--- config.mk ---
export PLATFORM = sky130hd
export DESIGN_NAME = wdog_shared_div
export DESIGN_NICKNAME = d
export VERILOG_FILES = /design/src/rtl/wdsd_pkg.sv /design/src/rtl/wdsd_base_cnt.sv /design/src/rtl/wdsd_divider.sv /design/src/rtl/wdsd_timeout_gen.sv /design/src/rtl/wdog_shared_div.sv
export SDC_FILE = /design/constraint.sdc
export NUM_CORES = 1
export LEC_CHECK = 0
export BUFFER_PORTS_ARGS = -buffer_cell sky130_fd_sc_hd__buf_2
export CORE_ASPECT_RATIO = 0.8
export CORE_UTILIZATION = 55
export DETAILED_ROUTE_END_ITERATION = 8
export HOLD_SLACK_MARGIN = 0.06
export PLACE_DENSITY = 0.76
export SYNTH_ARGS = -nofsm -noshare
export SYNTH_HDL_FRONTEND = slang
export SYNTH_HIERARCHICAL = 1
export SYNTH_SLANG_ARGS = --single-unit
--- constraint.sdc ---
create_clock -name clk -period 3.6 [get_ports clk]
set_clock_uncertainty 0.1 [all_clocks]
set_input_delay 0.54 -clock clk [delete_from_list [all_inputs] [get_ports clk]]
set_output_delay 0.54 -clock clk [all_outputs]
set_load 0.01 [all_outputs]
--- src/rtl/wdsd_pkg.sv ---
`timescale 1ns/1ps
package wdsd_pkg;
  // Owner of the shared divider, as coded on opt_div_to_wdt.
  typedef enum logic {
    OWNER_TIMER = 1'b0,
    OWNER_WDOG  = 1'b1
  } div_owner_e;

  // Mask with the k lowest bits set, for a counter of width w.
  function automatic logic [15:0] low_mask(input int unsigned k, input int unsigned w);
    logic [15:0] m;
    m = '0;
    for (int i = 0; i < 16; i++) begin
      if (i < k && i < w) m[i] = 1'b1;
    end
    return m;
  endfunction
endpackage

--- src/rtl/wdsd_base_cnt.sv ---
`timescale 1ns/1ps
module wdsd_base_cnt #(
  parameter int BASE_TICKS = 18,
  localparam int CW = (BASE_TICKS > 2) ? $clog2(BASE_TICKS) : 1
) (
  input  logic clk,
  input  logic rst_n,
  input  logic en,
  input  logic tick,
  input  logic clr,
  output logic done
);
  localparam logic [CW-1:0] LAST = CW'(BASE_TICKS - 1);

  logic [CW-1:0] cnt_q;

  // One base period ends on the tick that finds the counter at its last value.
  assign done = en && tick && !clr && (cnt_q == LAST);

  always_ff @(posedge clk or negedge rst_n) begin
    if (!rst_n) begin
      cnt_q <= '0;
    end else if (clr || !en) begin
      cnt_q <= '0;
    end else if (tick) begin
      cnt_q <= (cnt_q == LAST) ? '0 : cnt_q + 1'b1;
    end
  end
endmodule

--- src/rtl/wdsd_divider.sv ---
`timescale 1ns/1ps
module wdsd_divider
  import wdsd_pkg::*;
#(
  parameter int DIV_W = 8,
  localparam int KW = $clog2(DIV_W + 1)
) (
  input  logic          clk,
  input  logic          rst_n,
  input  logic          inc,
  input  logic          clr,
  input  logic [KW-1:0] k,
  output logic          hit
);
  logic [DIV_W-1:0] cnt_q;
  logic [DIV_W-1:0] mask;

  always_comb begin
    logic [15:0] m16;
    m16  = low_mask(32'(k), DIV_W);
    mask = m16[DIV_W-1:0];
  end

  // A 1:2^k output fires on the event that rolls the low k bits over.
  assign hit = inc && ((cnt_q & mask) == mask);

  always_ff @(posedge clk or negedge rst_n) begin
    if (!rst_n) begin
      cnt_q <= '0;
    end else if (clr) begin
      cnt_q <= '0;
    end else if (inc) begin
      cnt_q <= cnt_q + 1'b1;
    end
  end
endmodule

--- src/rtl/wdsd_timeout_gen.sv ---
`timescale 1ns/1ps
module wdsd_timeout_gen (
  input  logic clk,
  input  logic rst_n,
  input  logic timeout,
  input  logic asleep,
  input  logic clr_any,
  output logic rst_pulse,
  output logic wake_pulse,
  output logic no_to_flag
);
  always_ff @(posedge clk or negedge rst_n) begin
    if (!rst_n) begin
      rst_pulse  <= 1'b0;
      wake_pulse <= 1'b0;
      no_to_flag <= 1'b1;
    end else begin
      rst_pulse  <= timeout && !asleep;
      wake_pulse <= timeout && asleep;
      if (timeout)      no_to_flag <= 1'b0;
      else if (clr_any) no_to_flag <= 1'b1;
    end
  end
endmodule

--- src/rtl/wdog_shared_div.sv ---
`timescale 1ns/1ps
module wdog_shared_div
  import wdsd_pkg::*;
#(
  parameter int BASE_TICKS = 18,
  parameter int DIV_W = 8,
  localparam int RATIO_W = $clog2(DIV_W),
  localparam int KW = $clog2(DIV_W + 1)
) (
  input  logic               clk,
  input  logic               rst_n,
  input  logic               cfg_wdt_en,
  input  logic               opt_div_to_wdt,
  input  logic [RATIO_W-1:0] opt_ratio,
  input  logic               wdt_tick,
  input  logic               tmr_in_tick,
  input  logic               clr_wdt,
  input  logic               sleep_enter,
  input  logic               in_sleep,
  output logic               tmr_tick_out,
  output logic               wdt_reset,
  output logic               wdt_wake,
  output logic               no_timeout
);
  div_owner_e owner, owner_q;
  logic       owner_chg, clr_any, base_done;
  logic       div_inc, div_clr, div_hit, timeout;
  logic [KW-1:0] div_k;

  assign owner     = div_owner_e'(opt_div_to_wdt);
  assign owner_chg = (owner != owner_q);
  assign clr_any   = clr_wdt | sleep_enter;

  always_ff @(posedge clk or negedge rst_n) begin
    if (!rst_n) owner_q <= OWNER_TIMER;
    else        owner_q <= owner;
  end

  wdsd_base_cnt #(.BASE_TICKS(BASE_TICKS)) u_base (
    .clk  (clk),
    .rst_n(rst_n),
    .en   (cfg_wdt_en),
    .tick (wdt_tick),
    .clr  (clr_any),
    .done (base_done)
  );

  // Watchdog side counts from 1:1, timer side from 1:2.
  always_comb begin
    if (owner == OWNER_WDOG) div_k = KW'(opt_ratio);
    else                     div_k = KW'(opt_ratio) + KW'(1);
  end

  assign div_inc = !owner_chg &&
                   ((owner == OWNER_WDOG) ? base_done : tmr_in_tick);

  assign timeout = (owner == OWNER_WDOG) ? div_hit : base_done;

  assign div_clr = owner_chg ||
                   ((owner == OWNER_WDOG) && (clr_any || timeout || !cfg_wdt_en));

  wdsd_divider #(.DIV_W(DIV_W)) u_div (
    .clk  (clk),
    .rst_n(rst_n),
    .inc  (div_inc),
    .clr  (div_clr),
    .k    (div_k),
    .hit  (div_hit)
  );

  always_ff @(posedge clk or negedge rst_n) begin
    if (!rst_n) tmr_tick_out <= 1'b0;
    else        tmr_tick_out <= (owner == OWNER_WDOG) ? tmr_in_tick : div_hit;
  end

  wdsd_timeout_gen u_to (
    .clk       (clk),
    .rst_n     (rst_n),
    .timeout   (timeout),
    .asleep    (in_sleep),
    .clr_any   (clr_any),
    .rst_pulse (wdt_reset),
    .wake_pulse(wdt_wake),
    .no_to_flag(no_timeout)
  );
endmodule

==> results of run 1 <==
==> power by group <==
part / switching [W] / total [W] / internal [W]
sequential: 0.00000166 / 0.000206 / 0.000204
combinational: 0.0000251 / 0.0000434 / 0.0000183
clock: 0.0000595 / 0.000121 / 0.0000616
==> per-stage QoR <==
step           power [W]  utilization (%)  cells  worst slack (ps)  hold WS (ps)
5_1_grt        0.0003930            69.59    149             580.2         70.63
4_1_cts        0.0003763            69.59    149             730.3         67.26
3_3_place_gp   0.0002507            67.49    145             541.8         385.2
6_report       0.0003701            69.59    149             709.3         55.49
2_1_floorplan  0.0002365                -    110             717.3         144.4
3_5_place_dp   0.0002526            67.49    145             413.2         387.6
==> worst max-delay path by stage <==
stage	from	endpoint	slack (ps)	cells after the start
after global placement	opt_ratio[0]	u_div/cnt_q[7]	540	13
final	opt_ratio[0]	u_div/cnt_q[7]	710	13
after detailed placement	opt_ratio[0]	u_div/cnt_q[7]	410	13
after CTS	opt_ratio[0]	u_div/cnt_q[7]	730	13
after floorplan	opt_ratio[0]	u_div/cnt_q[7]	720	13
after global routing	opt_ratio[0]	u_div/cnt_q[7]	580	13
==> metal layers <==
| metal | global-route usage [%] | wire [um] | up-vias |
|---|---|---|---|
| met3 | 7.692 | 139 | 2 |
| met5 | 0 | 0 | - |
| met2 | 30.65 | 860 | 34 |
| met4 | 4.865 | 8 | 0 |
| met1 | 34.67 | 1071 | 407 |
| li1 | - | - | 425 |
==> cell type report <==
cell class / instances / area [um^2]
flip-flops and latches: 18 / 451.7
inverters: 3 / 11.26
clock buffers: 4 / 36.28
well taps: 22 / 27.53
repair buffers: 17 / 90.09
fillers: 140 / 524.3
multi-input cells: 85 / 583.1
==> Yosys cell counts, types with 2 or more instances <==
cell type / number
sky130_fd_sc_hd__a21oi_1: 8
sky130_fd_sc_hd__buf_2: 2
sky130_fd_sc_hd__dfrtp_1: 17
sky130_fd_sc_hd__ha_1: 4
sky130_fd_sc_hd__inv_1: 3
sky130_fd_sc_hd__mux2_2: 3
sky130_fd_sc_hd__nand2_1: 6
sky130_fd_sc_hd__nand2b_1: 4
sky130_fd_sc_hd__nand3_1: 4
sky130_fd_sc_hd__nand3b_1: 2
sky130_fd_sc_hd__nand4_1: 3
sky130_fd_sc_hd__nor2_1: 10
sky130_fd_sc_hd__nor2b_1: 2
sky130_fd_sc_hd__nor3_1: 4
sky130_fd_sc_hd__o21ai_0: 3
sky130_fd_sc_hd__or3_1: 2
sky130_fd_sc_hd__xnor2_1: 5
sky130_fd_sc_hd__xor2_1: 4
==> state kept, by name (all words and copies together), names as in the netlist <==
signal,cells
u_base/cnt_q,5
tmr_tick_out,1
u_div/cnt_q,8
owner_q,1
u_to/no_to_flag,1
u_to/wake_pulse,1
u_to/rst_pulse,1
==> cell families (layout without fill, tap and decap cells) <==
logic type                 Yosys count  count (layout)  synth area share [%]
AOI/OAI and AO/OA                   20              20                 12.11
xor gates and xnor gates             9               9                 7.334
adders and majority gates            4               4                 4.657
buffers and inverters                7              24                 3.725
DFF                                 18              18                 42.03
muxes                                4               4                 4.074
and+or+nand+nor                     48              48                 26.08
==> reports/summary.json, run 1 <==
{
  "critical_path": {
    "critPathRequiredTime_ps": 3680,
    "worstSetupStartpointType": "input port",
    "dominant_cell_type_by_count_on_the_critical_path": "sky130_fd_sc_hd__nor3_1",
    "critical_path.max_fanout": 5,
    "r2r.worst_path.cells": 13,
    "crit_path_top_delay_cell": "sky130_fd_sc_hd__mux2_2",
    "critPathTopFamily": "simple AND/OR/NAND/NOR gates",
    "crit-reg2reg-launch": "u_base/cnt_q[1]",
    "crit_path_max_incr_delay_ps": 310,
    "rr_endpoint": "u_div/cnt_q[7]",
    "cp.arrival_ps": 2970,
    "timing.critical_path.to_type": "flop",
    "critical_path.n_buffers_inverters": 1,
    "worstSetupPathType": "input port to flop",
    "critical_path.cell_chain": "buf_2 -> ha_1 -> mux2_2 -> or2_1 -> o31ai_1 -> o22ai_1 -> nor3_1 -> nor4b_1 -> a21oi_1 -> o21ai_0 -> nor3_1 -> xnor2_1 -> nor2_1",
    "setup.reg_to_reg.worst_slack_ps": 840
  },
  "sta": {
    "finalCritPeriodShare_pct": 80.30,
    "finalMaxSlewViolations": 0,
    "final_hold_viol_count": 0,
    "finalWorstPathRequiredPeriod_ps": 2891,
    "final.setup.tns_ps": 0,
    "timing.final.setup_violations": 0,
    "max-slew-margin-rel_pct": 71.49,
    "tightestPinTransition_ps": 424.6,
    "rsz0062_at_grt": "no",
    "max_freq_mhz": 345.9
  },
  "yosys": {
    "syn_std_cell_area_mm2": 0.001075,
    "synthTopCellsByArea": "sky130_fd_sc_hd__dfrtp_1 40%, sky130_fd_sc_hd__ha_1 4.7%, sky130_fd_sc_hd__xnor2_1 4.1%, sky130_fd_sc_hd__a21oi_1 3.7%, sky130_fd_sc_hd__nor2_1 3.5%",
    "dominantRegCellSynth": "sky130_fd_sc_hd__dfrtp_1",
    "synth_top_area_cell": "sky130_fd_sc_hd__dfrtp_1",
    "synth_fp_nets": 126,
    "synth.yosys.seq_area_share_pct": 42.03,
    "synthesis.yosys.warnings": 6,
    "number_of_enable_flip_flop_cells_after_synthesis": 0,
    "syn-instance-count": 110,
    "ys_types": 42,
    "synth_area_per_cell_um2": 9.771,
    "synth_top_area_share_pct": 39.58,
    "asyncSetResetFlopFracSynth_pct": 100.0,
    "ys_seq_elements": 18
  },
  "global_route": {
    "gr-usage-all-layers_pct": 22.64,
    "grt_max_degree": 19,
    "initial_antenna_violation_count": 0,
    "grt_pass1_wl_um": 3581,
    "grt_pass1_vias": 791,
    "globalRoute.totalOverflow": 0
  },
  "clock_network": {
    "insertion_delay_ps": 290,
    "cts_resized": 0,
    "clock-root-buffer": "sky130_fd_sc_hd__clkbuf_4",
    "cts_inserted_buffers": 3,
    "clock_sinks": 18,
    "cts_buffer_depth": 2,
    "tritoncts": "yes",
    "clkTransAtPathRegs_ps": 100,
    "cts.htree.levels": 1,
    "cts_setup_buffers": 0,
    "cts_hold_buf": 0
  },
  "routing": {
    "detail_route.wirelength_um": 2079,
    "dr_total_vias": 868,
    "via_cell_ratio": 5.826,
    "initialDrtViolationCount": 36,
    "ant_nets": 0,
    "wl_cell_um": 13.95,
    "firstDrtPassIters": 4,
    "drc": 0
  },
  "placement": {
    "count_of_input_and_output_buffers": 15,
    "routabilityCongestion": 0.8523,
    "dpl_wire_length_um": 1603,
    "dpl-instance-area_mm2": 0.001164
  },
  "hold_path": {
    "holdCritPathClass": "input port to async pin"
  },
  "pwr": {
    "p_leak_nw": 0.5095,
    "power-per-cell-area_mw_per_mm2": 308.5,
    "power.ir.vdd_worst_mv": 0.3521
  },
  "cells_and_area": {
    "antenna_diodes": 0,
    "areaGrowthSynthToFinish_pct": 11.64,
    "layout_commonest_cell": "sky130_fd_sc_hd__dfrtp_1",
    "drive_gt1_share_pct": 23.62,
    "final_cell_mix": "17 x sky130_fd_sc_hd__dfrtp_1, 15 x sky130_fd_sc_hd__buf_2, 10 x sky130_fd_sc_hd__nor2_1",
    "postLayoutCellArea_mm2": 0.001200,
    "finalNetCount": 144
  },
  "die": {
    "num_io_pins": 16,
    "rows": 13,
    "chipHeight_um": 41.54,
    "die-width_um": 51.43,
    "floorplan.core_area_mm2": 0.001724,
    "initial_core_util_pct": 62.34,
    "fp.dieArea_mm2": 0.002136
  },
  "run": {
    "maxCapViolations": 0
  },
  "run_status": {
    "status": "complete, no violations"
  }
}
No activity file was read; power rests on OpenSTA's default activity.
==> inputs of run 2 (changes only) <==
- CORE_UTILIZATION: 55 -> 50
- PLACE_DENSITY: 0.76 -> 0.73
- clock period: 3.6 -> 2.3 ns (I/O delays scaled with it)
==> run 2 against run 1 <==
  * The run now ends with setup timing left
  * Register-to-register slack got worse by 1000 ps
  * Core utilization increased by 5.2 points
  * Power increased by 64%
  * Global-route usage increased by 2.1 points
  * Non-clock buffer count increased by 24
  * Clock power increased by 56%
  * First-iteration DRC count decreased by 14%
  * Die area increased by 9.6%
  * Sequential cell count unchanged
==> reports/summary.json, run 2 (synthesis gave the netlist of run 1 again) <==
{
  "sta": {
    "worst_hold_slack_after_final_layout_ps": 197.8,
    "finalMaxSlewViolations": 0,
    "final.setup.worst_slack_ps": -200.9,
    "final_hold_viol_count": 0,
    "finalWorstPathRequiredPeriod_ps": 2501,
    "max_freq_mhz": 399.9,
    "rsz0062_at_grt": "yes",
    "finalCritPeriodShare_pct": 108.7,
    "tightestPinTransition_ps": 374.5,
    "final.setup.tns_ps": -405.6,
    "timing.final.setup_violations": 4,
    "max-slew-margin-rel_pct": 74.85
  },
  "cells_and_area": {
    "fillCellCount": 126,
    "max_reg_flops": 8,
    "final_cell_mix": "25 x sky130_fd_sc_hd__buf_4, 17 x sky130_fd_sc_hd__dfrtp_1, 15 x sky130_fd_sc_hd__buf_2",
    "drive_gt1_share_pct": 42.38,
    "reg.largest.list": "u_div/cnt_q: 8 flops, u_base/cnt_q: 5 flops",
    "antenna_diodes": 0,
    "layout_commonest_cell": "sky130_fd_sc_hd__buf_4",
    "postLayoutCellArea_mm2": 0.001454,
    "areaGrowthSynthToFinish_pct": 35.27,
    "registers.top_by_ff_count": "u_div/cnt_q",
    "finalNetCount": 168
  },
  "critical_path": {
    "critical_path.cell_chain": "inv_2 -> ha_4 -> and4bb_1 -> and3_4 -> a22o_1 -> o2111ai_2 -> nor3_2 -> nor4b_2 -> a21oi_2 -> o21ai_2 -> nor3_2 -> xnor2_1 -> nor2_1",
    "cp.arrival_ps": 2580,
    "startpoint": "u_base/cnt_q[1]",
    "timing.critical_path.to_type": "flop",
    "worstSetupStartpointType": "flop",
    "crit_path_top_delay_cell": "sky130_fd_sc_hd__dfrtp_1",
    "dominant_cell_type_by_count_on_the_critical_path": "sky130_fd_sc_hd__nor3_2",
    "crit-reg2reg-launch": "u_base/cnt_q[1]",
    "crit_path_max_incr_delay_ps": 400,
    "worstSetupPathType": "flop to flop",
    "r2r.worst_path.cells": 13,
    "critical_path.max_fanout": 3,
    "critPathRequiredTime_ps": 2380
  },
  "run_status": {
    "status": "finished, violations left",
    "violated_checks": "setup timing"
  },
  "die": {
    "fp.dieArea_mm2": 0.002340,
    "num_io_pins": 16,
    "chipHeight_um": 43.47,
    "floorplan.core_area_mm2": 0.001944,
    "rows": 14,
    "initial_core_util_pct": 55.28,
    "die-width_um": 53.84
  },
  "routing": {
    "firstDrtPassIters": 4,
    "dr_total_vias": 960,
    "drc": 0,
    "wl_cell_um": 14.14,
    "via_cell_ratio": 5.486,
    "ant_nets": 0,
    "detail_route.wirelength_um": 2474,
    "initialDrtViolationCount": 31
  },
  "global_route": {
    "grt_busiest_layer": "met2",
    "initial_antenna_violation_count": 0,
    "grt_util_met1_pct": 32.82,
    "globalRouteMet2Util_pct": 40.00,
    "grt_pass1_vias": 959,
    "gr-usage-all-layers_pct": 24.76,
    "grt_pass1_wl_um": 4160,
    "globalRoute.totalOverflow": 0,
    "globalRouteMet3Util_pct": 8.070,
    "grt_max_degree": 19
  },
  "clock_network": {
    "cts.htree.levels": 1,
    "cts_buffer_depth": 2,
    "clock_sinks": 18,
    "insertion_delay_ps": 290,
    "tritoncts": "yes",
    "cts_inserted_buffers": 3,
    "clkTransAtPathRegs_ps": 100,
    "clock-root-buffer": "sky130_fd_sc_hd__clkbuf_4"
  },
  "placement": {
    "count_of_input_and_output_buffers": 15,
    "placement.setup.worst_slack_ps": -475.8,
    "dpl-instance-area_mm2": 0.001355,
    "dpl_wire_length_um": 1883,
    "routabilityCongestion": 0.8396
  },
  "pwr": {
    "power.ir.vdd_worst_mv": 0.3883,
    "power-per-cell-area_mw_per_mm2": 416.6,
    "p_leak_nw": 0.6373
  },
  "hold_path": {
    "holdCritPathClass": "input port to flop",
    "worst_hold_startpoint": "in_sleep",
    "min_path_cells": 2
  },
  "run": {
    "maxCapViolations": 0
  }
}
[run 2: cell types whose count changed in the layout (fill, tap and decap cells not counted), moves of 2 or more]
cell | previous run | this run
sky130_fd_sc_hd__nor3_1 | 4 | 1
sky130_fd_sc_hd__nor3_2 | 0 | 3
sky130_fd_sc_hd__buf_4 | 2 | 25
sky130_fd_sc_hd__ha_4 | 0 | 2
sky130_fd_sc_hd__ha_1 | 4 | 2
[run 2: final timing paths]
path | to | slack [ps]
max | u_div/cnt_q[7] | -200
min | u_to/wake_pulse | 200
max reg2reg | u_div/cnt_q[7] | -200
min reg2reg | u_to/no_to_flag | 430
max in group asynchronous | u_to/no_to_flag | 1390
min in group asynchronous | u_base/cnt_q[1] | 390
[run 2: layout make-up]
class	count	area (um^2)	share of cell area (%)
multi-input cells	85	651.9	44.84
flip-flops and latches	18	451.7	31.07
repair buffers	41	272.8	18.76
clock buffers	4	36.28	2.496
well taps	24	30.03	2.065
inverters	3	11.26	0.7745
[run 2: timing repair]
| action | CTS | global route |
|---|---|---|
| endpoints found under the setup margin | 8 | 9 |
| gates resized for setup | 5 | 1 |
| hold endpoints to repair | 17 | 0 |
| setup buffers | 3 | 1 |
| pin swaps | 8 | 2 |
| hold buffers | 1 | 0 |
[run 2: report_power, final]
part           switching, W  total [W]  internal [W]  leakage, nW
sequential       0.00000196   0.000321      0.000319        0.244
combinational     0.0000473  0.0000958     0.0000485        0.372
clock             0.0000923   0.000189     0.0000964       0.0210
[run 2: stage by stage]
step,utilization [%],cells,total power (W)
after floorplan,-,110,0.0003751
after global placement,69.69,167,0.0004164
after detailed placement,69.69,167,0.0004193
after CTS,74.52,175,0.0006134
after global routing,74.77,175,0.0006391
final,74.77,175,0.0006056
[run 2: layer usage]
| layer | part of all wire, % | routed length (um) |
|---|---|---|
| met3 | 4.2 | 104 |
| met4 | 1.8 | 44 |
| met5 | 0 | 0 |
| met2 | 46 | 1142 |
| met1 | 48 | 1182 |
[run 2: critical path, delay by kind of cell (launching register included)]
family / cells / cell delay, ps
flops: 1 / 400
buf+inv: 1 / 80
compound gates: 4 / 550
xor+xnor: 1 / 150
fa+ha+maj: 1 / 140
simple gates: 6 / 980
